[src/rtl/nhecc_pkg.sv]
package nhecc_pkg;

    typedef enum logic [1:0] {
        MODE_IDLE  = 2'b00,
        MODE_ACC   = 2'b01,
        MODE_READ  = 2'b10,
        MODE_CLEAR = 2'b11
    } ecc_mode_e;

    localparam int COL_W = 6;

    // Column parity of one byte: pairs over alternating bits, bit pairs, nibbles
    function automatic logic [COL_W-1:0] col_parity(input logic [7:0] d);
        logic [COL_W-1:0] c;
        c[0] = ^(d & 8'h55);
        c[1] = ^(d & 8'hAA);
        c[2] = ^(d & 8'h33);
        c[3] = ^(d & 8'hCC);
        c[4] = ^(d & 8'h0F);
        c[5] = ^(d & 8'hF0);
        return c;
    endfunction

    // Read slot to stored byte index: 0->1, 1->0, others unchanged
    function automatic int unsigned slot_to_index(input int unsigned slot);
        if (slot == 0) return 1;
        if (slot == 1) return 0;
        return slot;
    endfunction

endpackage

[src/rtl/nhecc_seq.sv]
module nhecc_seq
    import nhecc_pkg::*;
#(
    parameter int AW         = 8,
    parameter int NUM_CHUNKS = 2,
    localparam int CW        = $clog2(NUM_CHUNKS + 1)
) (
    input  logic          clk,
    input  logic          rst,
    input  logic [1:0]    mode,
    input  logic          byte_valid,
    output logic [AW-1:0] byte_addr,
    output logic [CW-1:0] chunk_sel,
    output logic          acc_en,
    output logic          clear
);
    logic room;
    logic last_byte;

    assign room      = (chunk_sel < CW'(NUM_CHUNKS));
    assign last_byte = (byte_addr == {AW{1'b1}});
    assign clear     = (mode == MODE_CLEAR);
    assign acc_en    = (mode == MODE_ACC) && byte_valid && room;

    always_ff @(posedge clk) begin
        if (rst || clear) begin
            byte_addr <= '0;
            chunk_sel <= '0;
        end else if (acc_en) begin
            byte_addr <= byte_addr + 1'b1;
            if (last_byte) begin
                chunk_sel <= chunk_sel + 1'b1;
            end
        end
    end
endmodule

[src/rtl/nhecc_acc.sv]
module nhecc_acc
    import nhecc_pkg::*;
#(
    parameter int AW     = 8,
    localparam int LINE_W = 2 * AW
) (
    input  logic              clk,
    input  logic              rst,
    input  logic              clear,
    input  logic              en,
    input  logic [AW-1:0]     addr,
    input  logic [7:0]        data,
    output logic [LINE_W-1:0] line_par,
    output logic [COL_W-1:0]  col_par
);
    logic              byte_par;
    logic [LINE_W-1:0] line_nxt;
    logic [COL_W-1:0]  col_nxt;

    assign byte_par = ^data;

    always_comb begin
        line_nxt = line_par;
        for (int k = 0; k < AW; k++) begin
            if (addr[k]) begin
                line_nxt[2*k+1] = line_par[2*k+1] ^ byte_par;
            end else begin
                line_nxt[2*k]   = line_par[2*k] ^ byte_par;
            end
        end
        col_nxt = col_par ^ col_parity(data);
    end

    always_ff @(posedge clk) begin
        if (rst || clear) begin
            line_par <= '0;
            col_par  <= '0;
        end else if (en) begin
            line_par <= line_nxt;
            col_par  <= col_nxt;
        end
    end
endmodule

[src/rtl/nhecc_rd.sv]
module nhecc_rd
    import nhecc_pkg::*;
#(
    parameter int NUM_CHUNKS = 2,
    parameter int CODE_BYTES = 3,
    localparam int CODE_W    = CODE_BYTES * 8,
    localparam int CPW       = (NUM_CHUNKS > 1) ? $clog2(NUM_CHUNKS) : 1,
    localparam int SPW       = (CODE_BYTES > 1) ? $clog2(CODE_BYTES) : 1
) (
    input  logic                               clk,
    input  logic                               rst,
    input  logic [1:0]                         mode,
    input  logic                               rd_strobe,
    input  logic [NUM_CHUNKS-1:0][CODE_W-1:0]  codes,
    output logic [7:0]                         ecc_byte
);
    logic [CPW-1:0] chunk_ptr;
    logic [SPW-1:0] slot_ptr;
    logic           reading;
    logic [7:0]     sel_byte;

    assign reading = (mode == MODE_READ);

    always_ff @(posedge clk) begin
        if (rst || !reading) begin
            chunk_ptr <= '0;
            slot_ptr  <= '0;
        end else if (rd_strobe) begin
            if (slot_ptr == SPW'(CODE_BYTES - 1)) begin
                slot_ptr <= '0;
                if (chunk_ptr == CPW'(NUM_CHUNKS - 1)) begin
                    chunk_ptr <= '0;
                end else begin
                    chunk_ptr <= chunk_ptr + 1'b1;
                end
            end else begin
                slot_ptr <= slot_ptr + 1'b1;
            end
        end
    end

    always_comb begin
        int unsigned idx;
        idx      = slot_to_index(32'(slot_ptr));
        sel_byte = '0;
        for (int c = 0; c < NUM_CHUNKS; c++) begin
            for (int b = 0; b < CODE_BYTES; b++) begin
                if (chunk_ptr == CPW'(c) && idx == b) begin
                    sel_byte = codes[c][b*8 +: 8];
                end
            end
        end
    end

    assign ecc_byte = reading ? sel_byte : 8'h00;
endmodule

[src/rtl/nand_hecc_gen.sv]
module nand_hecc_gen
    import nhecc_pkg::*;
#(
    parameter int CHUNK_AW   = 8,
    parameter int NUM_CHUNKS = 2
) (
    input  logic       clk,
    input  logic       rst,
    input  logic [1:0] mode,
    input  logic       byte_valid,
    input  logic [7:0] byte_data,
    input  logic       rd_strobe,
    output logic [7:0] ecc_byte
);
    localparam int LINE_W     = 2 * CHUNK_AW;
    localparam int LINE_BYTES = (LINE_W + 7) / 8;
    localparam int CODE_BYTES = LINE_BYTES + 1;
    localparam int CODE_W     = CODE_BYTES * 8;
    localparam int CW         = $clog2(NUM_CHUNKS + 1);

    logic [CHUNK_AW-1:0]               byte_addr;
    logic [CW-1:0]                     chunk_sel;
    logic                              acc_en;
    logic                              clear;
    logic [NUM_CHUNKS-1:0][CODE_W-1:0] codes;

    nhecc_seq #(
        .AW         (CHUNK_AW),
        .NUM_CHUNKS (NUM_CHUNKS)
    ) u_seq (
        .clk        (clk),
        .rst        (rst),
        .mode       (mode),
        .byte_valid (byte_valid),
        .byte_addr  (byte_addr),
        .chunk_sel  (chunk_sel),
        .acc_en     (acc_en),
        .clear      (clear)
    );

    for (genvar g = 0; g < NUM_CHUNKS; g++) begin : g_chunk
        logic [LINE_W-1:0]       line_par;
        logic [COL_W-1:0]        col_par;
        logic [LINE_BYTES*8-1:0] line_ext;

        nhecc_acc #(
            .AW (CHUNK_AW)
        ) u_acc (
            .clk      (clk),
            .rst      (rst),
            .clear    (clear),
            .en       (acc_en && (chunk_sel == CW'(g))),
            .addr     (byte_addr),
            .data     (byte_data),
            .line_par (line_par),
            .col_par  (col_par)
        );

        assign line_ext = (LINE_BYTES*8)'(line_par);
        // stored form: inverted parities, two spare ones under the column field
        assign codes[g] = {~col_par, 2'b11, ~line_ext};
    end

    nhecc_rd #(
        .NUM_CHUNKS (NUM_CHUNKS),
        .CODE_BYTES (CODE_BYTES)
    ) u_rd (
        .clk       (clk),
        .rst       (rst),
        .mode      (mode),
        .rd_strobe (rd_strobe),
        .codes     (codes),
        .ecc_byte  (ecc_byte)
    );
endmodule

[config.mk]
export PLATFORM = sky130hd
export DESIGN_NAME = nand_hecc_gen
export DESIGN_NICKNAME = d
export VERILOG_FILES = /design/src/rtl/nhecc_pkg.sv /design/src/rtl/nhecc_seq.sv /design/src/rtl/nhecc_acc.sv /design/src/rtl/nhecc_rd.sv /design/src/rtl/nand_hecc_gen.sv
export SDC_FILE = /design/constraint.sdc
export NUM_CORES = 1
export LEC_CHECK = 0
export BUFFER_PORTS_ARGS = -buffer_cell sky130_fd_sc_hd__buf_4
export CAP_MARGIN = 20
export CORE_ASPECT_RATIO = 1.2
export CORE_UTILIZATION = 54
export DETAILED_ROUTE_END_ITERATION = 7
export GPL_ROUTABILITY_DRIVEN = 0
export GPL_TIMING_DRIVEN = 0
export PLACE_DENSITY = 0.82
export SLEW_MARGIN = 20
export SYNTH_ARGS = -nofsm -noshare
export SYNTH_HDL_FRONTEND = slang
export SYNTH_SLANG_ARGS = --single-unit
[constraint.sdc]
create_clock -name clk -period 1.7 [get_ports clk]
set_clock_uncertainty 0.2 [all_clocks]
set_input_delay 0.085 -clock clk [delete_from_list [all_inputs] [get_ports clk]]
set_output_delay 0.085 -clock clk [all_outputs]
set_load 0.005 [all_outputs]
# --- After elaboration in Yosys (flattened, before gate mapping) ---
# Cells that the tools add are included.
classes:
  addsub: 4
  n_lt_le_gt_ge: 1
  eq_ne: 9
  mux: 16
  bitwise: 47
  n_reduce_logical: 57
op_table:
  columns: ["op", "count"]
  rows:
  - ["AND reduction 2 bit", 34]
  - ["two-way mux 8 bit", 7]
  - ["parity 8 bit", 7]
  - ["equality test 32 x 1 -> 1 bit (second input constant)", 1]
  - ["equality test 32 x 2 -> 1 bit (second input constant)", 1]
  - ["logical NOT 32 bit", 1]
  - ["two-way mux 32 bit", 1]
  - ["NOT 16 bit", 2]
  - ["XOR 1 bit", 32]
  - ["NOT 6 bit", 2]
  - ["XOR 6 bit", 2]
  - ["logical AND 1 bit", 10]
  - ["NOT 1 bit", 9]
  - ["adder 8 x 1 -> 8 bit (second input constant)", 1]
  - ["equality test 8 bit (second input constant)", 1]
  - ["equality test 2 x 1 -> 1 bit (second input constant)", 3]
  - ["equality test 2 bit (second input constant)", 3]
  - ["two-way mux 1 bit", 6]
  - ["adder 2 x 1 -> 2 bit (second input constant)", 2]
  - ["logical NOT 2 bit", 2]
  - ["two-way mux 2 bit", 2]
  - ["logical OR 1 bit", 2]
  - ["< comparator 2 bit (second input constant)", 1]
  - ["adder 1 bit (second input constant)", 1]
  - ["logical NOT 1 bit", 1]
totals:
  ff_bits: 57
  word_cells: 172

# --- Depth between registers and ports, before layout ---
depth:
  depth_word: 14
  ltp_mapped: 7
  mapped_depth_nobuf: 6

# --- Hierarchy ---
# From an unflattened synthesis, not the netlist that was laid out.
unflattened:
  cells_unflattened: 431
  area_unflattened_um2: 3570.9
by_module_without_submodules:
  columns: ["mod", "n_inst", "cells_each", "area_per_inst_um2"]
  rows:
  - ["nhecc_acc", 2, 121, 1096.1]
  - ["nhecc_rd", 1, 87, 701.9]
  - ["nhecc_seq", 1, 55, 486.7]
  - ["nand_hecc_gen", 1, 47, 190.2]

# --- Worst setup path before layout ---
# No wires, ideal clock.
synth_timing:
  kind: "register to register"
  start: "reg u_seq.chunk_sel[1]"
  end: "reg g_chunk[0].u_acc.line_par[7]"
  setup_time_ns: 0.070
  t_arrival_ns: 1.587
  setup_slack_ns: -0.157
  path_stages_with_launch: 8
  period_less_slack_ns: 1.857
  path_cell_list: "dfxtp_1 -> nor4bb_1 -> buf_2 -> and2_1 -> buf_1 -> nand2_1 -> or3_1 -> a21oi_1"
synth_via:
  elab_chain_cells: 4
  word_cells_on_any_way: 5
  classes_between: "order compare: 1; reduce/logical: 4"
synth_lines:
  columns: ["item", "line", "rtl"]
  rows:
  - ["start, declared", "nhecc_seq.sv:13", "output logic [CW-1:0] chunk_sel,"]
  - ["start signal, assigned", "nhecc_seq.sv:32", "chunk_sel <= chunk_sel + 1'b1;"]
  - ["< comparator 2 bit", "nhecc_seq.sv:20", "assign room = (chunk_sel < CW'(NUM_CHUNKS));"]
  - ["logical AND 1 bit", "nhecc_seq.sv:23", "assign acc_en = (mode == MODE_ACC) && byte_valid && room;"]
  - ["logical AND 1 bit *", "nand_hecc_gen.sv:52", ".en (acc_en && (chunk_sel == CW'(g))),"]
  - ["AND reduction 2 bit (no line) *", null, null]
  - ["end signal, assigned", "nhecc_acc.sv:39", "line_par <= line_nxt;"]
  - ["end, declared", "nhecc_acc.sv:13", "output logic [LINE_W-1:0] line_par,"]
# Mark *: on every way between the ends. The rest lies on a longest branch, timed or not.
# A chain may end at the register's enable or synchronous reset.

# --- Final worst setup path ---
layout_timing:
  start: "reg u_rd.slot_ptr[1]"
  end: "out ecc_byte[2]"
layout_via:
  elab_chain_cells: 14
  word_cells_on_any_way: 25
  classes_between: "eq/ne: 3; mux: 14; reduce/logical: 8"
layout_lines:
  columns: ["item", "line", "rtl"]
  rows:
  - ["start, declared", "nhecc_rd.sv:18", "logic [SPW-1:0] slot_ptr;"]
  - ["start signal, assigned", "nhecc_rd.sv:37", "slot_ptr <= slot_ptr + 1'b1;"]
  - ["equality test 2 x 1 -> 1 bit or logical NOT 2 bit (tied branches)", "nhecc_pkg.sv:27, nhecc_pkg.sv:26", null]
  - ["two-way mux 1 bit, on equally long branches", "nhecc_pkg.sv:27, nhecc_pkg.sv:26", null]
  - ["two-way mux 1 bit", "nhecc_pkg.sv:27", "if (slot == 1) return 0;"]
  - ["two-way mux 2 bit", "nhecc_pkg.sv:28", "return slot;"]
  - ["two-way mux 32 bit *", "nhecc_pkg.sv:27", null]
  - ["logical NOT 32 bit", "nhecc_rd.sv:48", "if (chunk_ptr == CPW'(c) && idx == b) begin"]
  - ["logical AND 1 bit", "nhecc_rd.sv:48", null]
  - ["two-way mux 8 bit (5 in a row)", "nhecc_rd.sv:48", null]
  - ["two-way mux 8 bit *", "nhecc_rd.sv:48", null]
  - ["two-way mux 8 bit *", "nhecc_rd.sv:55", "assign ecc_byte = reading ? sel_byte : 8'h00;"]
  - ["end, declared", "nand_hecc_gen.sv:13", "output logic [7:0] ecc_byte"]
# Mark *: on every way between the ends. The rest lies on a longest branch, timed or not. The select of a mux whose other input is x is not followed.

==> results.md <==
- The flow ran to the end, but the final reports show violations.
- The final reports fail on negative setup slack.
- For the worst setup path, the data required time is 1.41 ns.
- The count of state elements after synthesis is 57.
- The number of placement rows is 29.
- For this design, the sink count on the clock tree is 57.
- The number of antenna violations at the first check in global routing was 0.
- The clock tree from TritonCTS is yes.
- The share of power burned in registers is 0.434.
- The largest total area in the synthesized netlist belongs to sky130_fd_sc_hd__dfxtp_1.
- The unique cell type count in the Yosys netlist is 33.
- CTS built an H-tree with a depth of 3.
- The switching power is 0.982 mW.
- The number of global-route vias before repair was 3049.
- The gate count after technology mapping is 362.
- The post-detailed-placement half-perimeter wirelength is 5810 um.
- During synthesis, Yosys emitted a total of 0 warnings.
- At the pin with the least slew margin, the transition time is 0.689 ns.
- Summed over all cells, the static leakage comes to 1.25 nW.
- The placed instances occupy a cell area of 3250 um2.
- The die area is 5800 um2.
- The library cell used most frequently in the layout, excluding fill and tap cells, is sky130_fd_sc_hd__dfxtp_1.
- Counting cells, the worst reg-to-reg path comes to 6.
- For this block, the routed nets add up to 10100 um of wire.
- The share of the cycle needed by the critical path after routing is 1.20.
- The worst-skew pair later-pin latency is 0.34 ns.
- Counting every net in the synthesized netlist gives 379.
- Clock-pin slew was measured on the worst setup and hold paths at 0.07 ns.
- Traced cell by cell, the critical path runs through clkbuf_8, mux2i_1, o21ai_1, a221oi_2, buf_4.
- The type of the tightest min-delay check is in -> reg.
- The worst-case vdd ir drop is 0.576 mV.
- Setup violations remaining at the end of the flow were counted as 58.
- The relative slew slack is 0.541.
- The root buffer selected by CTS is sky130_fd_sc_hd__clkbuf_8.
- The horizontal die dimension is 69.7 um.
- The number of nets with antenna violations after routing is 0.
- The fraction of post-synthesis cell area in the top cell type by area is 0.384.
- The critical path class is reg -> out.
- 0 antenna diodes ended up in the layout.
- The number of input and output port buffers inserted is 21.
- Once routing completed, OpenROAD measured the worst setup slack at -0.335 ns.
- The share of total power dissipated in combinational logic is 0.204.
- Max-cap violations in this run came to 0.
- In the post-synthesis netlist, the biggest area contributors are sky130_fd_sc_hd__dfxtp_1, sky130_fd_sc_hd__a21oi_1, sky130_fd_sc_hd__or3_1, sky130_fd_sc_hd__xnor2_1, sky130_fd_sc_hd__o31ai_1.
- Across all hold checks on the routed design, the worst slack comes to 0.153 ns.
- Relative to the synthesized area, the layout overhead comes to 34.4%.
- The critical path startpoint category is a flip-flop.
- The post-layout instance count excluding filler cells is 473.
- The maximum clock path buffer count is 2.
- Setup repair after global routing could not meet its margin everywhere.
- The clock share of power is 0.362.
- A synthesized cell averages 8.20 um2.
- The mapped netlist covers 2970 um2.
- For this run, the total global-route usage over all layers was measured as 0.331.
- The signal arrival time at the worst endpoint is 1.75 ns.
- The design internal power is 2.17 mW.
- The number of placed instances, taps included is 445.
- The routed length per instance is 21.3 um.
- Of the total power, the share spent switching nets is 0.312.
- The detailed-router iteration count before antenna repair is 8.
- The overall power of the completed layout is 3.15 mW.
- The number of pins with negative max-slew slack in the final report is 0.
- For this run, the top clock speed supported by timing is 491 MHz.
- The chip height is 83.2 um.
- The finished cells cover 3990 um2.
- For this run the aggregate overflow at the end of global routing stands at 0.
- The kind of capture point of the worst setup path is a primary output.
- OpenSTA, run right after detailed placement, puts the worst setup slack at -0.539 ns.
- The effective utilization at floorplan is 0.560.
- The routed design could run at a clock period as short as 2.04 ns.
- Leaving out fill and tap cells, the most frequent cells in the layout are sky130_fd_sc_hd__dfxtp_1, sky130_fd_sc_hd__a21oi_1, sky130_fd_sc_hd__buf_4.
- The power density over cell area is 789 nW/um2.
- The first routing iteration left 490 violations.
- The number of cells on the worst hold path is 6.
- The setup TNS is -7.52 ns.
- The proportion of synthesized chip area in sequential cells is 0.384.
- The maximum fanout along the worst path is 4.
- In the final layout, the share of cells above drive strength 1 is 0.343.
- The core region area is 5300 um2.
- On the critical path, the stage with the largest delay is an instance of sky130_fd_sc_hd__dfxtp_4.
- The first global-routing pass estimated 14900 um of wire.
- The number of ports placed on the die boundary is 22.
- The delay of the slowest cell on the worst path is 0.39 ns.
- At the end of the flow the core is filled with cells to 0.753.
- After detailed routing, the number of remaining DRC violations is 0.
- The number of failing hold endpoints at the final stage is 0.
- Clock tree synthesis inserted a total of 9 buffers.
- The via-per-instance ratio is 6.89.
- The total number of nets in the final design is 423.
- Entering global routing, the biggest net connects 11 pins.
- The routed layout has 3259 vias.
## layer usage
layer | vias up | global-route usage | part of all wire
met2 | 235 | 0.551 | 0.47
met3 | 79 | 0.0862 | 0.10
met1 | 1536 | 0.379 | 0.37
met5 | - | 0 | 0
li1 | 1409 | - | -
met4 | 0 | 0.198 | 0.068
## logic make-up (layout without fill, tap and decap cells)
| family | after synthesis | in the layout | share of synthesized area |
|---|---|---|---|
| buffers and inverters | 43 | 92 | 0.0565 |
| XOR/XNOR | 24 | 24 | 0.0784 |
| adder cells (fa/ha/maj) | 3 | 3 | 0.0126 |
| AND/OR/NAND/NOR | 102 | 102 | 0.194 |
| multiplexers | 13 | 13 | 0.0447 |
| flip-flops | 57 | 57 | 0.384 |
| AO/OA/AOI/OAI | 120 | 120 | 0.230 |
## power by group through the flow
stage | Sequential, mW | Combinational (mW) | Clock [mW]
detailed placement | 1.39 | 0.518 | 0
global route | 1.37 | 0.668 | 1.19
floorplan | 1.39 | 0.335 | 0
finish | 1.37 | 0.642 | 1.14
CTS | 1.36 | 0.577 | 1.13
global placement | 1.39 | 0.510 | 0
## sequential cells by signal (all words and copies together), names as in the netlist
| register | cells |
|---|---|
| u_rd.chunk_ptr | 1 |
| u_seq.chunk_sel | 2 |
| g_chunk.u_acc.col_par | 12 |
| u_seq.byte_addr | 8 |
| u_rd.slot_ptr | 2 |
| g_chunk.u_acc.line_par | 32 |
## cells in the mapped netlist, drive strengths merged
master,instances
mux2i,11
nor2,13
a211oi,5
o21ai,39
a21oi,51
nand3,1
ha,3
nand2b,1
inv,11
nand4,3
nor4bb,1
nand4b,1
clkbuf,22
buf,10
o31ai,17
or4,17
or3,28
xor2,5
nor3b,5
and2,2
a21o,1
dfxtp,57
and3,2
xnor2,19
nand2,23
nor3,5
a31oi,1
mux2,2
a221oi,6
## path summary, 6_finish.rpt
check / slack [ns] / endpoint / from
setup / recovery: -0.34 / ecc_byte[2] / u_rd.slot_ptr[1]
hold / removal: 0.15 / g_chunk[1].u_acc.line_par[14] / mode[1]
setup reg to reg: -0.22 / g_chunk[0].u_acc.col_par[5] / u_seq.chunk_sel[1]
hold reg to reg: 0.29 / g_chunk[0].u_acc.line_par[1] / g_chunk[0].u_acc.line_par[1]
## cell type report
cell class,instances,area (um2)
plain buffers,29,224
clock inverters,3,15.0
clock buffers,13,159
inverters,11,46.3
flip-flops and latches,57,1150
repair buffers,36,285
well taps,62,77.6
multi-input cells,262,2030
fillers,353,1310
## critical path, delay by kind of cell, from the launching register on
kind,cells,cell delay (ns)
muxes,1,0.32
DFF,1,0.39
buffers and inverters,2,0.33
AOI/OAI and AO/OA,2,0.37
## timing repair
item | in CTS | in global routing
buffers inserted | 9 | 1
setup endpoints to repair | 56 | 59
hold buffers | 2 | 0
endpoints found under the hold margin | 3 | 0
resized for setup | 83 | 48
gates cloned | 3 | 0
pin swaps | 23 | 9
Note: power is estimated with default switching activity, not from simulation.
